File: src/rtl/blit_pkg.sv
package blit_pkg;
  typedef enum logic [1:0] {
    REG_SRC  = 2'd0,
    REG_DST  = 2'd1,
    REG_CFG  = 2'd2,
    REG_MODE = 2'd3
  } blit_reg_e;

  typedef enum logic [1:0] {
    SRC_ONES = 2'b00,
    SRC_FB   = 2'b01,
    SRC_BUF0 = 2'b10,
    SRC_BUF1 = 2'b11
  } blit_src_e;

  localparam int STS_BBUSY = 0;
  localparam int STS_PBUSY = 1;
  localparam int STS_PEND  = 2;
  localparam int STS_DEEP  = 8;
  localparam int STS_WIDE  = 9;

  localparam int PITCH_W = 12;
  localparam logic [PITCH_W-1:0] PITCH_NARROW = 12'd1024;
  localparam logic [PITCH_W-1:0] PITCH_WIDE   = 12'd2048;
endpackage

File: src/rtl/blit_host_regs.sv
module blit_host_regs
  import blit_pkg::*;
#(
  parameter int DW     = 32,
  parameter int PW     = 32,
  parameter int MODE_W = 16
) (
  input  logic              clk,
  input  logic              rst,
  input  logic              wr_en,
  input  logic [1:0]        wr_addr,
  input  logic [DW-1:0]     wr_data,
  input  logic [1:0]        rd_addr,
  input  logic              flag_pending,
  input  logic              flag_pbusy,
  input  logic              flag_bbusy,
  output logic [PW-1:0]     m_src,
  output logic [PW-1:0]     m_dst,
  output logic [MODE_W-1:0] m_mode,
  output logic              m_wide,
  output logic              m_deep,
  output logic              launch,
  output logic [DW-1:0]     rd_data
);
  logic [DW-1:0] status_word;
  logic [DW-1:0] rd_next;

  assign launch = wr_en && (wr_addr == REG_MODE);

  always_ff @(posedge clk) begin
    if (rst) begin
      m_src  <= '0;
      m_dst  <= '0;
      m_mode <= '0;
      m_wide <= 1'b0;
      m_deep <= 1'b0;
    end else if (wr_en) begin
      case (wr_addr)
        REG_SRC:  m_src  <= wr_data[PW-1:0];
        REG_DST:  m_dst  <= wr_data[PW-1:0];
        REG_CFG: begin
          m_wide <= wr_data[STS_WIDE];
          m_deep <= wr_data[STS_DEEP];
        end
        default:  m_mode <= wr_data[MODE_W-1:0];
      endcase
    end
  end

  always_comb begin
    status_word            = '0;
    status_word[STS_BBUSY] = flag_bbusy;
    status_word[STS_PBUSY] = flag_pbusy;
    status_word[STS_PEND]  = flag_pending;
    status_word[STS_DEEP]  = m_deep;
    status_word[STS_WIDE]  = m_wide;
  end

  always_comb begin
    case (rd_addr)
      REG_SRC: rd_next = DW'(m_src);
      REG_DST: rd_next = DW'(m_dst);
      REG_CFG: rd_next = status_word;
      default: rd_next = DW'(m_mode);
    endcase
  end

  always_ff @(posedge clk) begin
    if (rst) rd_data <= '0;
    else     rd_data <= rd_next;
  end
endmodule

File: src/rtl/blit_launch.sv
module blit_launch #(
  parameter int SET_W = 82
) (
  input  logic             clk,
  input  logic             rst,
  input  logic             launch,
  input  logic             pipe_done,
  input  logic [SET_W-1:0] master_set,
  output logic             pending,
  output logic             pbusy,
  output logic             start,
  output logic [SET_W-1:0] work_set
);
  logic transfer;

  assign transfer = pending && !pbusy;

  always_ff @(posedge clk) begin
    if (rst) begin
      pending  <= 1'b0;
      pbusy    <= 1'b0;
      start    <= 1'b0;
      work_set <= '0;
    end else begin
      start <= transfer;
      if (transfer) work_set <= master_set;
      if (launch)        pending <= 1'b1;
      else if (transfer) pending <= 1'b0;
      if (transfer)       pbusy <= 1'b1;
      else if (pipe_done) pbusy <= 1'b0;
    end
  end
endmodule

File: src/rtl/blit_req_counter.sv
module blit_req_counter #(
  parameter int CNT_W = 6
) (
  input  logic             clk,
  input  logic             rst,
  input  logic             req,
  input  logic             ack,
  output logic [CNT_W-1:0] count,
  output logic             nonzero
);
  localparam logic [CNT_W-1:0] CNT_MAX = '1;

  always_ff @(posedge clk) begin
    if (rst) begin
      count <= '0;
    end else begin
      case ({req, ack})
        2'b10:   if (count != CNT_MAX) count <= count + 1'b1;
        2'b01:   if (count != '0)      count <= count - 1'b1;
        default: count <= count;
      endcase
    end
  end

  assign nonzero = (count != '0);
endmodule

File: src/rtl/blit_ctrl.sv
module blit_ctrl
  import blit_pkg::*;
#(
  parameter int DW     = 32,
  parameter int PW     = 32,
  parameter int MODE_W = 16,
  parameter int CNT_W  = 6
) (
  input  logic                      clk,
  input  logic                      rst,
  input  logic                      wr_en,
  input  logic [1:0]                wr_addr,
  input  logic [DW-1:0]             wr_data,
  input  logic [1:0]                rd_addr,
  output logic [DW-1:0]             rd_data,
  output logic                      pipe_start,
  input  logic                      pipe_done,
  output logic [PW-1:0]             pipe_src_addr,
  output logic [PW-1:0]             pipe_dst_addr,
  output logic [MODE_W-1:0]         pipe_mode,
  output logic                      pipe_src_ones,
  output logic                      pipe_src_fb,
  output logic                      pipe_src_buf,
  output logic [blit_pkg::PITCH_W-1:0] pipe_pitch,
  output logic                      pipe_bpp16,
  input  logic                      mem_req,
  input  logic                      mem_ack,
  output logic [CNT_W-1:0]          mem_outstanding,
  output logic                      sts_pending,
  output logic                      sts_pipe_busy,
  output logic                      sts_blit_busy
);
  localparam int SET_W = 2 + MODE_W + 2 * PW;

  logic [PW-1:0]     m_src, m_dst;
  logic [MODE_W-1:0] m_mode;
  logic              m_wide, m_deep;
  logic              launch;
  logic              cnt_nz;
  logic [SET_W-1:0]  master_set, work_set;
  logic              w_wide, w_deep;
  blit_src_e         w_sel;

  blit_host_regs #(.DW(DW), .PW(PW), .MODE_W(MODE_W)) u_regs (
    .clk(clk), .rst(rst),
    .wr_en(wr_en), .wr_addr(wr_addr), .wr_data(wr_data), .rd_addr(rd_addr),
    .flag_pending(sts_pending), .flag_pbusy(sts_pipe_busy), .flag_bbusy(sts_blit_busy),
    .m_src(m_src), .m_dst(m_dst), .m_mode(m_mode), .m_wide(m_wide), .m_deep(m_deep),
    .launch(launch), .rd_data(rd_data)
  );

  assign master_set = {m_wide, m_deep, m_mode, m_dst, m_src};

  blit_launch #(.SET_W(SET_W)) u_launch (
    .clk(clk), .rst(rst),
    .launch(launch), .pipe_done(pipe_done), .master_set(master_set),
    .pending(sts_pending), .pbusy(sts_pipe_busy), .start(pipe_start),
    .work_set(work_set)
  );

  blit_req_counter #(.CNT_W(CNT_W)) u_cnt (
    .clk(clk), .rst(rst), .req(mem_req), .ack(mem_ack),
    .count(mem_outstanding), .nonzero(cnt_nz)
  );

  assign sts_blit_busy = sts_pipe_busy | cnt_nz;

  assign {w_wide, w_deep, pipe_mode, pipe_dst_addr, pipe_src_addr} = work_set;
  assign w_sel = blit_src_e'(pipe_mode[1:0]);

  assign pipe_src_ones = (w_sel == SRC_ONES);
  assign pipe_src_fb   = (w_sel == SRC_FB);
  assign pipe_src_buf  = (w_sel == SRC_BUF1);
  assign pipe_pitch    = w_wide ? PITCH_WIDE : PITCH_NARROW;
  assign pipe_bpp16    = w_deep;
endmodule

File: config.mk
export PLATFORM = sky130hd
export DESIGN_NAME = blit_ctrl
export DESIGN_NICKNAME = d
export VERILOG_FILES = /design/src/rtl/blit_pkg.sv /design/src/rtl/blit_host_regs.sv /design/src/rtl/blit_launch.sv /design/src/rtl/blit_req_counter.sv /design/src/rtl/blit_ctrl.sv
export SDC_FILE = /design/constraint.sdc
export NUM_CORES = 1
export LEC_CHECK = 0
export ABC_AREA = 1
export BUFFER_PORTS_ARGS = -buffer_cell sky130_fd_sc_hd__clkbuf_2
export CORE_MARGIN = 2
export CORE_UTILIZATION = 59
export CTS_CLUSTER_SIZE = 24
export DETAILED_ROUTE_END_ITERATION = 6
export PLACE_DENSITY = 0.83
export SYNTH_ARGS = -nofsm -noshare
export SYNTH_HDL_FRONTEND = slang
export SYNTH_HIERARCHICAL = 1
export SYNTH_SLANG_ARGS = --single-unit
File: constraint.sdc
create_clock -name clk -period 3 [get_ports clk]
set_input_delay 0.15 -clock clk [delete_from_list [all_inputs] [get_ports clk]]
set_output_delay 0.15 -clock clk [all_outputs]
set_load 0.01 [all_outputs]
After elaboration in Yosys (flattened, before gate mapping)
Cells that the tools add are included.
{"block": "totals", "reg_bits": 205, "input_bits": 42, "output_inout_bits": 138, "elab_cells": 52}
{"block": "classes", "n_addsub": 2, "eq_ne": 12, "n_mux": 9, "bitwise_logic": 2, "n_reduce_logical": 16}
{"op": "$pmux W32 S3", "count": 1}
{"op": "$mux W12", "count": 1}
{"op": "$mux W6", "count": 2}
{"op": "$pmux W6 S2", "count": 1}
{"op": "$eq A2 B2 Y1 const B", "count": 5}
{"op": "$eq A2 B1 Y1 const B", "count": 4}
{"op": "$reduce_and A2 Y1", "count": 4}
{"op": "$add A6 B1 Y6 const B", "count": 1}
{"op": "$logic_not A2 Y1", "count": 3}
{"op": "$ne A6 B6 Y1 const B", "count": 1}
{"op": "$reduce_bool A2 Y1", "count": 3}
{"op": "$reduce_bool A6 Y1", "count": 1}
{"op": "$sub A6 B1 Y6 const B", "count": 1}
{"op": "$mux W1", "count": 4}
{"op": "$reduce_and A3 Y1", "count": 1}
{"op": "$reduce_or A3 Y1", "count": 1}
{"op": "$logic_and A1 B1 Y1", "count": 2}
{"op": "$ne A2 B1 Y1 const B", "count": 1}
{"op": "$ne A2 B2 Y1 const B", "count": 1}
{"op": "$logic_not A1 Y1", "count": 1}
{"op": "$not A1 Y1", "count": 1}
{"op": "$or A1 B1 Y1", "count": 1}

Logic depth before layout (Yosys ltp)
Gate-level depths: netlist of run 1.
{"block": "depth", "ltp_word": 4, "depth_mapped": 14, "depth_no_buf": 14}

Cells and area by module
Netlist of run 1, hierarchy kept.
{"mod": "blit_host_regs", "n_inst": 1, "cells_each": 641, "area_per_inst_um2": 4643.2, "seq_area_each_um2": 2282.2}
{"mod": "blit_launch", "n_inst": 1, "cells_each": 540, "area_per_inst_um2": 3550.9, "seq_area_each_um2": 1701.6}
{"mod": "blit_req_counter", "n_inst": 1, "cells_each": 78, "area_per_inst_um2": 479.2, "seq_area_each_um2": 120.1}
{"mod": "blit_ctrl", "n_inst": 1, "cells_each": 20, "area_per_inst_um2": 115.1, "seq_area_each_um2": 0.0}

Worst setup path after synthesis of run 1
OpenSTA, ideal clock, no wires.
{"block": "synth_timing", "path_type": "flip-flop to flip-flop", "startpoint": "reg u_cnt.count[1]", "endpoint": "reg u_cnt.count[4]", "setup_time_ns": 0.116, "t_arrival_ns": 1.312, "t_required_ns": 2.884, "slack_ns": 1.571, "path_stages_with_launch": 13, "path_buffers": 0, "synth_period_minus_slack_ns": 1.429, "path_cell_list": "dfxtp_1 -> nand3_1 -> nand2_1 -> inv_1 -> ha_1 -> inv_1 -> nand2_1 -> nand2_1 -> nand2_1 -> nand2_1 -> nand3_1 -> o211ai_1 -> inv_1"}
{"block": "synth_via", "elab_chain_cells": 3, "elab_cells_between_ends": 10, "cone_classes": "2 x add/sub; 3 x eq/ne; 3 x mux; 2 x reduce/logical"}
{"element": "start, declared", "line_no": "blit_req_counter.sv:8", "rtl": "output logic [CNT_W-1:0] count,"}
{"element": "start signal, assigned", "line_no": "blit_req_counter.sv:18", "rtl": "2'b10: if (count != CNT_MAX) count <= count + 1'b1;"}
{"element": "start signal, assigned", "line_no": "blit_req_counter.sv:19", "rtl": "2'b01: if (count != '0) count <= count - 1'b1;"}
{"element": "start signal, assigned", "line_no": "blit_req_counter.sv:20", "rtl": "default: count <= count;"}
{"element": "$sub A6 B1 Y6 (tied with other cells)", "line_no": "blit_req_counter.sv:19"}
{"element": "$mux W6 (tied with other cells)", "line_no": "blit_req_counter.sv:19"}
{"element": "$pmux W6 S2 / $reduce_and A3 Y1 (equally long branches)"}
Parallel ways exist; a longest one is shown, timed or not. The select of a mux whose other input is x is not followed.
A chain may end at the register's enable or synchronous reset.

Worst setup path after layout of run 1
{"block": "layout_timing", "startpoint": "reg u_launch.pending", "endpoint": "out sts_pending"}
{"element": "start, declared", "line_no": "blit_launch.sv:9", "rtl": "output logic pending,"}
{"element": "start signal, assigned", "line_no": "blit_launch.sv:20", "rtl": "pending <= 1'b0;"}
{"element": "start signal, assigned", "line_no": "blit_launch.sv:27", "rtl": "if (launch) pending <= 1'b1;"}
{"element": "start signal, assigned", "line_no": "blit_launch.sv:28", "rtl": "else if (transfer) pending <= 1'b0;"}
{"element": "end, declared", "line_no": "blit_ctrl.sv:29", "rtl": "output logic sts_pending,"}
No word-level cell between the ends.

==> impl_metrics.json, run 1 <==
{
  "cts.hold.buffers_added": 33,
  "die_height_um": 126,
  "route.final.wire_length_um": 24200,
  "floorplan.initialDensity_pct": 60.5,
  "total_nets_final": 1478,
  "core-area_sq_mm": 0.0145,
  "drcViolationCount": 0,
  "skew_ns": 0.00927,
  "finalWorstSetupSlack_ns": 1.09,
  "drt-wirelength-per-cell_um": 14.9,
  "finalWorstPathRequiredPeriod_ns": 1.91,
  "overall_die_area_sq_mm": 0.0159,
  "drt_pass1_iterations": 6,
  "pre_cts_ws_ns": 1.01,
  "static-leakage-power_nw": 4.83,
  "clock_latency_ns": 0.49,
  "hold_path.class": "input pin to register",
  "via_count_of_the_first_global_routing_pass": 7899,
  "clock_tree_sinks": 205,
  "drt_initial_violations": 994,
  "grt_pass1_wl_um": 39100,
  "dieWidth_um": 126,
  "critPathArrivalTime_ns": 1.76,
  "setup.worst_path.class": "register to output pin",
  "grt_overflow": 0,
  "critical_path_required_ns": 2.85,
  "grt_antenna_before_repair": 0,
  "post-place-cells": 1563,
  "ys_ff_latch": 205,
  "tightest_slew_ns": 0.986,
  "placement.io_buffers": 169,
  "post_synth_num_cell_types": 24,
  "post_synth_inst_count": 1279,
  "share_of_synthesized_area_occupied_by_flip_flops_and_latches_pct": 46.7,
  "cts_resized": 0,
  "max-clock-path-buffers": 3,
  "grt_setup_unrepaired": "no",
  "final-setup-viol-count": 0,
  "timing.max_cap.violations": 0,
  "layout.cells.most_common_list": "nand2_1, nor2_1, dfxtp_1",
  "num_antenna_cells": 0,
  "grt_start_max_net_pins": 87,
  "power_density_mw_per_mm2": 568,
  "postCtsSetupBuffers": 0,
  "clkTransAtPathRegs_ns": 0.06,
  "period_share_pct": 63.5,
  "globalRouteTotalUtil_pct": 29.4,
  "final-instance-count-excl-fill": 1628,
  "totalPowerFinal_w": 0.00596,
  "final_max_slew_viol_count": 0,
  "worst_setup_path_start_kind": "register",
  "drt-vias-per-instance": 5.37,
  "fmax_ghz": 0.525,
  "htreeDepth": 1,
  "cts_root_buf": "clkbuf_16",
  "worstPathMaxFanout": 86,
  "cts_inserted_buffers": 21,
  "area_growth_pct": 19.3,
  "syn_avg_cell_area_sq_um": 6.87,
  "ir_drop_uv": 408,
  "mostFrequentLayoutCell": "nand2_1",
  "syn_area_sq_mm": 0.00879,
  "final-hold-violation-count": 0,
  "synthesis.yosys.warnings": 6,
  "slew_headroom_pct": 34.2,
  "design.portCount": 180,
  "fin_tns_setup_ns": 0,
  "post_route_cells_drive_above_1_share_pct": 16.1,
  "drt.antenna.violating_nets": 0,
  "dp.final_hpwl_um": 15800,
  "crit_path_end_kind": "output pin",
  "rows": 44,
  "status": "finished clean",
  "via_count": 8736,
  "gp_congestion": 0.937,
  "tritoncts": "done"
}
cells in the mapped netlist, drive strengths merged:
cell	count	area share, %
a21oi	59	3.4
buf	72	4.3
clkbuf	21	0.90
clkinv	1	0.043
conb	1	0.043
dfxtp	205	47
ha	1	0.14
inv	144	6.2
nand2	276	12
nand3	133	7.6
nand3b	33	2.8
nand4	36	2.6
nor2	280	12
o211ai	2	0.17
o21ai	12	0.68
xor2	3	0.30
metal layers:
metal	up-vias	share of wire, %	GRT usage (%)
met1	3910	43	41.0
met3	71	10	6.20
met5	-	0	0
met4	0	3.0	10.1
li1	4249	-	-
met2	506	44	45.5
worst paths after layout:
kind	start	endpoint	slack, ns	cells past startpoint
worst min-delay path	wr_addr[1]	u_regs/m_wide$_SDFFE_PP0P_	0.13	4
worst max register to register	u_launch/pbusy$_SDFFE_PP0P_	u_launch/work_set[61]$_SDFFE_PP0P_	1.10	5
worst max-delay path	u_launch/pending$_SDFFE_PP0P_	sts_pending	1.09	2
worst min register to register	u_launch/work_set[6]$_SDFFE_PP0P_	u_launch/work_set[6]$_SDFFE_PP0P_	0.48	2
worst max-delay path: stages, from the launching register on:
cell and delay [ns]:
dfxtp_2 0.33, buf_4 0.66, clkbuf_2 0.26
kinds of logic after synthesis:
logic type	Yosys count	share of synthesized area (%)
and+or+nand+nor	758	37.2
buffers and inverters	238	11.4
DFF	205	46.7
AOI/OAI and AO/OA	73	4.26
xor gates and xnor gates	3	0.299
adders and majority gates	1	0.142
other	1	0.0427
flip-flops by register name (all words and copies together), names as in the netlist:
name,cells
u_cnt/count,6
u_launch/pbusy,1
u_launch/pending,1
u_launch/start,1
u_launch/work_set,82
u_regs/m_deep,1
u_regs/m_dst,32
u_regs/m_mode,16
u_regs/m_src,32
u_regs/m_wide,1
u_regs/rd_data,32
through the flow:
stage | cell area (sq um) | hold WS (ns) | utilization [%]
floorplan | 8820 | 0.212 | -
detailed placement | 9560 | 0.411 | 65.8
CTS | 10500 | 0.125 | 72.2
finish | 10500 | 0.132 | 72.2
global route | 10500 | 0.150 | 72.2
global placement | 9560 | 0.407 | 65.8
final cells by class:
class,instances,area [sq um]
clock buffers,29,586
multi-input cells,845,3720
flip-flops and latches,205,4110
repair buffers,217,1290
clock inverters,3,15.0
fillers,1207,4050
well taps,184,230
inverters,145,544
power breakdown:
part	switching, W	total [W]	internal [W]
clock	0.00100	0.00235	0.00135
sequential	0.0000876	0.00292	0.00283
combinational	0.000440	0.000690	0.000250
total	0.00153	0.00596	0.00443
No activity file was read; power rests on OpenSTA's default activity.
==> run 2, diff against run 1 <==
Settings changed: CORE_UTILIZATION 59 to 50, PLACE_DENSITY 0.83 to 0.75.
Clock period 3 ns to 1.65 ns, I/O delays scaled along.
==> run 2 against run 1 <==
Die area grew 17%. Final cell count grew 4.1%. Register-to-register slack lost 0.92 ns. Sequential cell count is the same. Setup slack lost 0.96 ns. Clock skew grew 0.0057 ns. Clock power grew 140%. Non-clock buffer count grew 18. Critical endpoint is now sts_blit_busy. Largest cell class unchanged. Largest power group is now the clock network.
==> impl_metrics.json, run 2 (synthesis results as in run 1) <==
{
  "status": "finished clean",
  "floorplan.initialDensity_pct": 51.0,
  "holdWs_ns": 0.0202,
  "cts_inserted_buffers": 22,
  "post_route_cells_drive_above_1_share_pct": 17.8,
  "number_of_flip_flops_in_the_largest_register": 82,
  "globalRouteTotalUtil_pct": 26.1,
  "overall_die_area_sq_mm": 0.0187,
  "holdCritStartpoint": "wr_addr[1]",
  "clock_latency_ns": 0.51,
  "core-area_sq_mm": 0.0172,
  "skew_ns": 0.0150,
  "power_density_mw_per_mm2": 1110,
  "layout.core_utilization_pct": 63.9,
  "mostFrequentLayoutCell": "nand2_1",
  "timing.critical_path.mode_cell": "inv_1",
  "r2r_slack_ns": 0.18,
  "critPathArrivalTime_ns": 1.44,
  "area_growth_pct": 25.3,
  "worst_setup_path_start_kind": "register",
  "fin_tns_setup_ns": 0,
  "pre_cts_ws_ns": 0.150,
  "timing.max_cap.violations": 0,
  "layout.cells.most_common_list": "nand2_1, nor2_1, dfxtp_1",
  "cts_root_buf": "clkbuf_16",
  "ir_drop_uv": 813,
  "max-clock-path-buffers": 3,
  "finalWorstPathRequiredPeriod_ns": 1.52,
  "hold_path.class": "input pin to register",
  "critical_path.top_delay_family": "flip-flops",
  "design.portCount": 180,
  "drt.antenna.violating_nets": 0,
  "slew_headroom_pct": 54.6,
  "worstPathMaxFanout": 7,
  "min_delay_path_depth": 4,
  "grt_start_max_net_pins": 66,
  "finalWorstSetupSlack_ns": 0.132,
  "period_share_pct": 92.0,
  "clock_tree_sinks": 205,
  "dieWidth_um": 137,
  "rows": 48,
  "via_count": 8520,
  "drt_pass1_iterations": 5,
  "critical_path_required_ns": 1.57,
  "tightest_slew_ns": 0.681,
  "total_nets_final": 1497,
  "grt_setup_unrepaired": "no",
  "crit_cells": 5,
  "drt-vias-per-instance": 5.03,
  "num_antenna_cells": 0,
  "r2r-start": "u_cnt/count[0]$_SDFFE_PP0P_",
  "grt_overflow": 0,
  "final_max_slew_viol_count": 0,
  "final-setup-viol-count": 0,
  "gp_congestion": 0.832,
  "placement.io_buffers": 169,
  "setup.worst_path.class": "register to output pin",
  "crit_path_max_delay_cell_type": "dfxtp_1",
  "worst_setup_path_startpoint": "u_cnt/count[3]$_SDFFE_PP0P_",
  "regMostFlops": "u_launch/work_set",
  "grt_antenna_before_repair": 0,
  "tritoncts": "done",
  "drcViolationCount": 0,
  "rr_worst_depth": 8,
  "postCtsSetupBuffers": 0,
  "drt_initial_violations": 797,
  "crit_path_cell_trace": "inv_1, nand4_1, inv_1, nand2_1, clkbuf_2",
  "worst_path_largest_cell_delay_ns": 0.45,
  "final-hold-violation-count": 0,
  "grt_pass1_wl_um": 39000,
  "die_height_um": 137,
  "worstPathBufferInverterCount": 3,
  "via_count_of_the_first_global_routing_pass": 7745,
  "static-leakage-power_nw": 5.07,
  "drt-wirelength-per-cell_um": 14.6,
  "dp.final_hpwl_um": 16200,
  "clkTransAtPathRegs_ns": 0.06,
  "crit_path_end_kind": "output pin",
  "route.final.wire_length_um": 24800,
  "htreeDepth": 1,
  "fmax_ghz": 0.659
}
==> run 2: changes by cell type in the layout (fill, tap and decap cells not counted), moves of 2 or more <==
cell and change:
buf_4 +10, buf_12 +8, bufinv_16 +6, clkbuf_1 -2, clkbuf_16 +2
==> run 2: worst reg2reg max path: stages (launching register included) <==
cell,delay [ns]
dfxtp_1,0.36
nor2_1,0.14
nand4_1,0.13
inv_1,0.08
nand2_1,0.07
o21ai_0,0.37
nand3_1,0.12
nand2_1,0.08
inv_1,0.03
==> run 2: area by class of cell <==
class | count | area [sq um]
Sequential cell | 205 | 4110
Clock buffer | 29 | 628
Tap cell | 225 | 282
Inverter | 145 | 544
Multi-Input combinational cell | 845 | 3720
Fill cell | 1551 | 6220
Clock inverter | 11 | 209
Timing Repair Buffer | 235 | 1520
==> run 2: what timing repair did <==
item	4_1_cts	5_1_grt
hold buffers	33	0
endpoints found under the hold margin	83	0
setup endpoints to repair	0	1
resized for setup	0	1
==> run 2: metrics by stage <==
stage | power, W | area (sq um) | cells
after floorplan | 0.00620 | 8820 | 1288
after global placement | 0.00662 | 9850 | 1622
after detailed placement | 0.00664 | 9850 | 1622
after CTS | 0.0123 | 11000 | 1695
after global routing | 0.0127 | 11000 | 1695
final | 0.0122 | 11000 | 1695
==> run 2: routing by layer <==
layer	track usage, %	vias to the layer above	wire, um	share of wire, %
li1	-	4299	-	-
met1	35.7	3866	11000	45
met2	42.1	315	11400	46
met3	4.41	40	1800	7.2
met4	8.10	0	535	2.2
met5	0	-	0	0
==> run 2: worst paths after layout <==
check / end
worst min register to register: u_launch/work_set[72]$_SDFFE_PP0P_
worst min-delay path: u_regs/m_dst[0]$_SDFFE_PP0P_
worst max-delay path: sts_blit_busy
worst max register to register: u_regs/rd_data[0]$_SDFF_PP0_
==> run 2: report_power, final <==
part / total, W / internal [W] / switching (W)
clock network: 0.00563 / 0.00362 / 0.00201
logic: 0.00131 / 0.000500 / 0.000810
registers: 0.00531 / 0.00515 / 0.000154
total: 0.0122 / 0.00927 / 0.00297
==> run 3, diff against run 2 <==
Settings changed: CORE_UTILIZATION 50 to 55, PLACE_DENSITY 0.75 to 0.78.
Clock period 1.65 ns to 1.6 ns, I/O delays scaled along.
==> run 3 against run 2 <==
Register-to-register slack lost 0.03 ns. Wire length up 0.76%. Sequential cell count unchanged. Count of clock-buffer cells in the layout grew 4. Critical path depth unchanged. Cell area decreased by 1.3%. Global-route usage increased by 2.5 points. Setup slack worse by 0.10 ns. Final cell count shrank 0.59%. Die area decreased by 8.8%. Highest routed layer unchanged.
==> impl_metrics.json, run 3 (synthesis results as in run 1) <==
{
  "final-instance-count-excl-fill": 1685,
  "static-leakage-power_nw": 5.01,
  "postCtsSetupBuffers": 0,
  "r2r-start": "u_launch/pbusy$_SDFFE_PP0P_",
  "clock_tree_sinks": 205,
  "grt-busiest-layer": "met2",
  "drt-wirelength-per-cell_um": 14.8,
  "grt_antenna_before_repair": 0,
  "fmax_ghz": 0.637,
  "dieWidth_um": 130,
  "worstPathBufferInverterCount": 2,
  "max-clock-path-buffers": 3,
  "floorplan.initialDensity_pct": 55.7,
  "number_of_flip_flops_in_the_largest_register": 82,
  "globalRouteTotalUtil_pct": 28.5,
  "mostFrequentLayoutCell": "nand2_1",
  "crit_path_cell_trace": "nor2_2, nand4_1, inv_1, nand2_1, clkbuf_2",
  "timing.max_cap.violations": 0,
  "core-area_sq_mm": 0.0158,
  "grt_overflow": 0,
  "crit_cells": 5,
  "final-hold-violation-count": 0,
  "slew_headroom_pct": 53.6,
  "clkTransAtPathRegs_ns": 0.06,
  "postPlaceCellArea_sq_mm": 0.00982,
  "status": "finished clean",
  "die_height_um": 130,
  "clock_latency_ns": 0.49,
  "worst_setup_path_startpoint": "u_cnt/count[0]$_SDFFE_PP0P_",
  "final-setup-viol-count": 0,
  "power_density_mw_per_mm2": 1080,
  "num_antenna_cells": 0,
  "setup.worst_path.class": "register to output pin",
  "drt-vias-per-instance": 5.14,
  "ir_drop_uv": 744,
  "drt_initial_violations": 884,
  "crit_path_max_delay_cell_type": "dfxtp_2",
  "critical_path.top_delay_family": "simple AND/OR/NAND/NOR gates",
  "cts_inserted_buffers": 21,
  "total_nets_final": 1499,
  "worstPathMaxFanout": 7,
  "dp.final_hpwl_um": 16300,
  "design.portCount": 180,
  "grt_start_max_net_pins": 87,
  "overall_die_area_sq_mm": 0.0170,
  "placement.io_buffers": 169,
  "post-place-cells": 1615,
  "critPathArrivalTime_ns": 1.49,
  "worst_path_largest_cell_delay_ns": 0.36,
  "grt_setup_unrepaired": "yes",
  "crit_path_end_kind": "output pin",
  "final_area_sq_mm": 0.0109,
  "layout.cells.most_common_list": "nand2_1, nor2_1, dfxtp_1",
  "rr_worst_depth": 6,
  "cts_root_buf": "clkbuf_16",
  "final_max_slew_viol_count": 0,
  "via_count_of_the_first_global_routing_pass": 7802,
  "drt.antenna.violating_nets": 0,
  "rows": 46,
  "grt_pass1_wl_um": 39100,
  "tritoncts": "done",
  "worst_setup_path_start_kind": "register",
  "regMostFlops": "u_launch/work_set",
  "met2_usage_pct": 45.7,
  "route.final.wire_length_um": 25000,
  "skew_ns": 0.0187,
  "routing_usage_on_met1_pct": 39.7,
  "tightest_slew_ns": 0.695,
  "area_growth_pct": 23.7,
  "drcViolationCount": 0,
  "post_route_cells_drive_above_1_share_pct": 18.1,
  "totalPowerFinal_w": 0.0118,
  "fin_tns_setup_ns": 0,
  "r2r_slack_ns": 0.15,
  "finalWorstPathRequiredPeriod_ns": 1.57,
  "min_delay_path_depth": 3,
  "drt_pass1_iterations": 5,
  "period_share_pct": 98.1,
  "regToRegEndpoint": "u_launch/work_set[24]$_SDFFE_PP0P_",
  "grt_use_met3_pct": 4.11,
  "gp_congestion": 0.875,
  "hold_path.class": "input pin to register",
  "critical_path_required_ns": 1.52,
  "htreeDepth": 1,
  "via_count": 8654,
  "worst_setup_path_endpoint": "sts_blit_busy"
}
run 3: per-stage QoR:
step	util (%)	hold WS, ns	setup WS (ns)
finish	68.9	0.0545	0.0303
global route	68.9	0.0838	-0.00207
CTS	68.8	0.0427	0.0140
detailed placement	62.3	0.352	0.0643
global placement	62.3	0.339	0.103
floorplan	-	0.142	0.171
run 3: power breakdown:
group,total (W),leakage (nW),switching [W],internal (W)
sequential,0.00548,1.67,0.000160,0.00532
combinational,0.00136,2.99,0.000850,0.000513
clock,0.00492,0.341,0.00191,0.00301
run 3: layout make-up:
| class | count | area (sq um) |
|---|---|---|
| multi-input combinational | 846 | 3730 |
| tap | 216 | 270 |
| fill | 1381 | 4900 |
| inverter | 145 | 544 |
| timing repair buffer | 237 | 1510 |
| clock buffer | 33 | 631 |
| clock inverter | 3 | 65.1 |
| sequential | 205 | 4120 |
run 3: worst reg2reg max path, stage by stage, from the launching register on:
cell and delay (ns):
dfxtp_2 0.35, buf_4 0.17, inv_2 0.17, buf_4 0.35, nand3_1 0.16, nand2_1 0.09
nor2_1 0.04
run 3: metal layers:
metal | wire length, um | share of wire [%]
met5 | 0 | 0
met4 | 733 | 2.9
met3 | 2090 | 8.4
met2 | 11300 | 45
met1 | 10800 | 43
run 3: worst min-delay path by stage:
stage,from,end,slack [ns]
2_1_floorplan,rst,u_cnt/count[5]$_SDFFE_PP0P_,0.14
3_3_place_gp,wr_data[15],u_regs/m_mode[15]$_SDFFE_PP0P_,0.34
3_5_place_dp,wr_data[0],u_regs/m_mode[0]$_SDFFE_PP0P_,0.35
4_1_cts,wr_addr[0],u_regs/m_dst[2]$_SDFFE_PP0P_,0.04
5_1_grt,wr_addr[0],u_regs/m_dst[9]$_SDFFE_PP0P_,0.08
6_report,wr_addr[0],u_regs/m_dst[2]$_SDFFE_PP0P_,0.05
run 3: timing repair:
action | CTS | global route
pin swaps | 0 | 2
gates resized for setup | 2 | 8
gates cloned | 0 | 1
endpoints found under the hold margin | 81 | 0
endpoints found under the setup margin | 1 | 55
hold buffers | 33 | 0
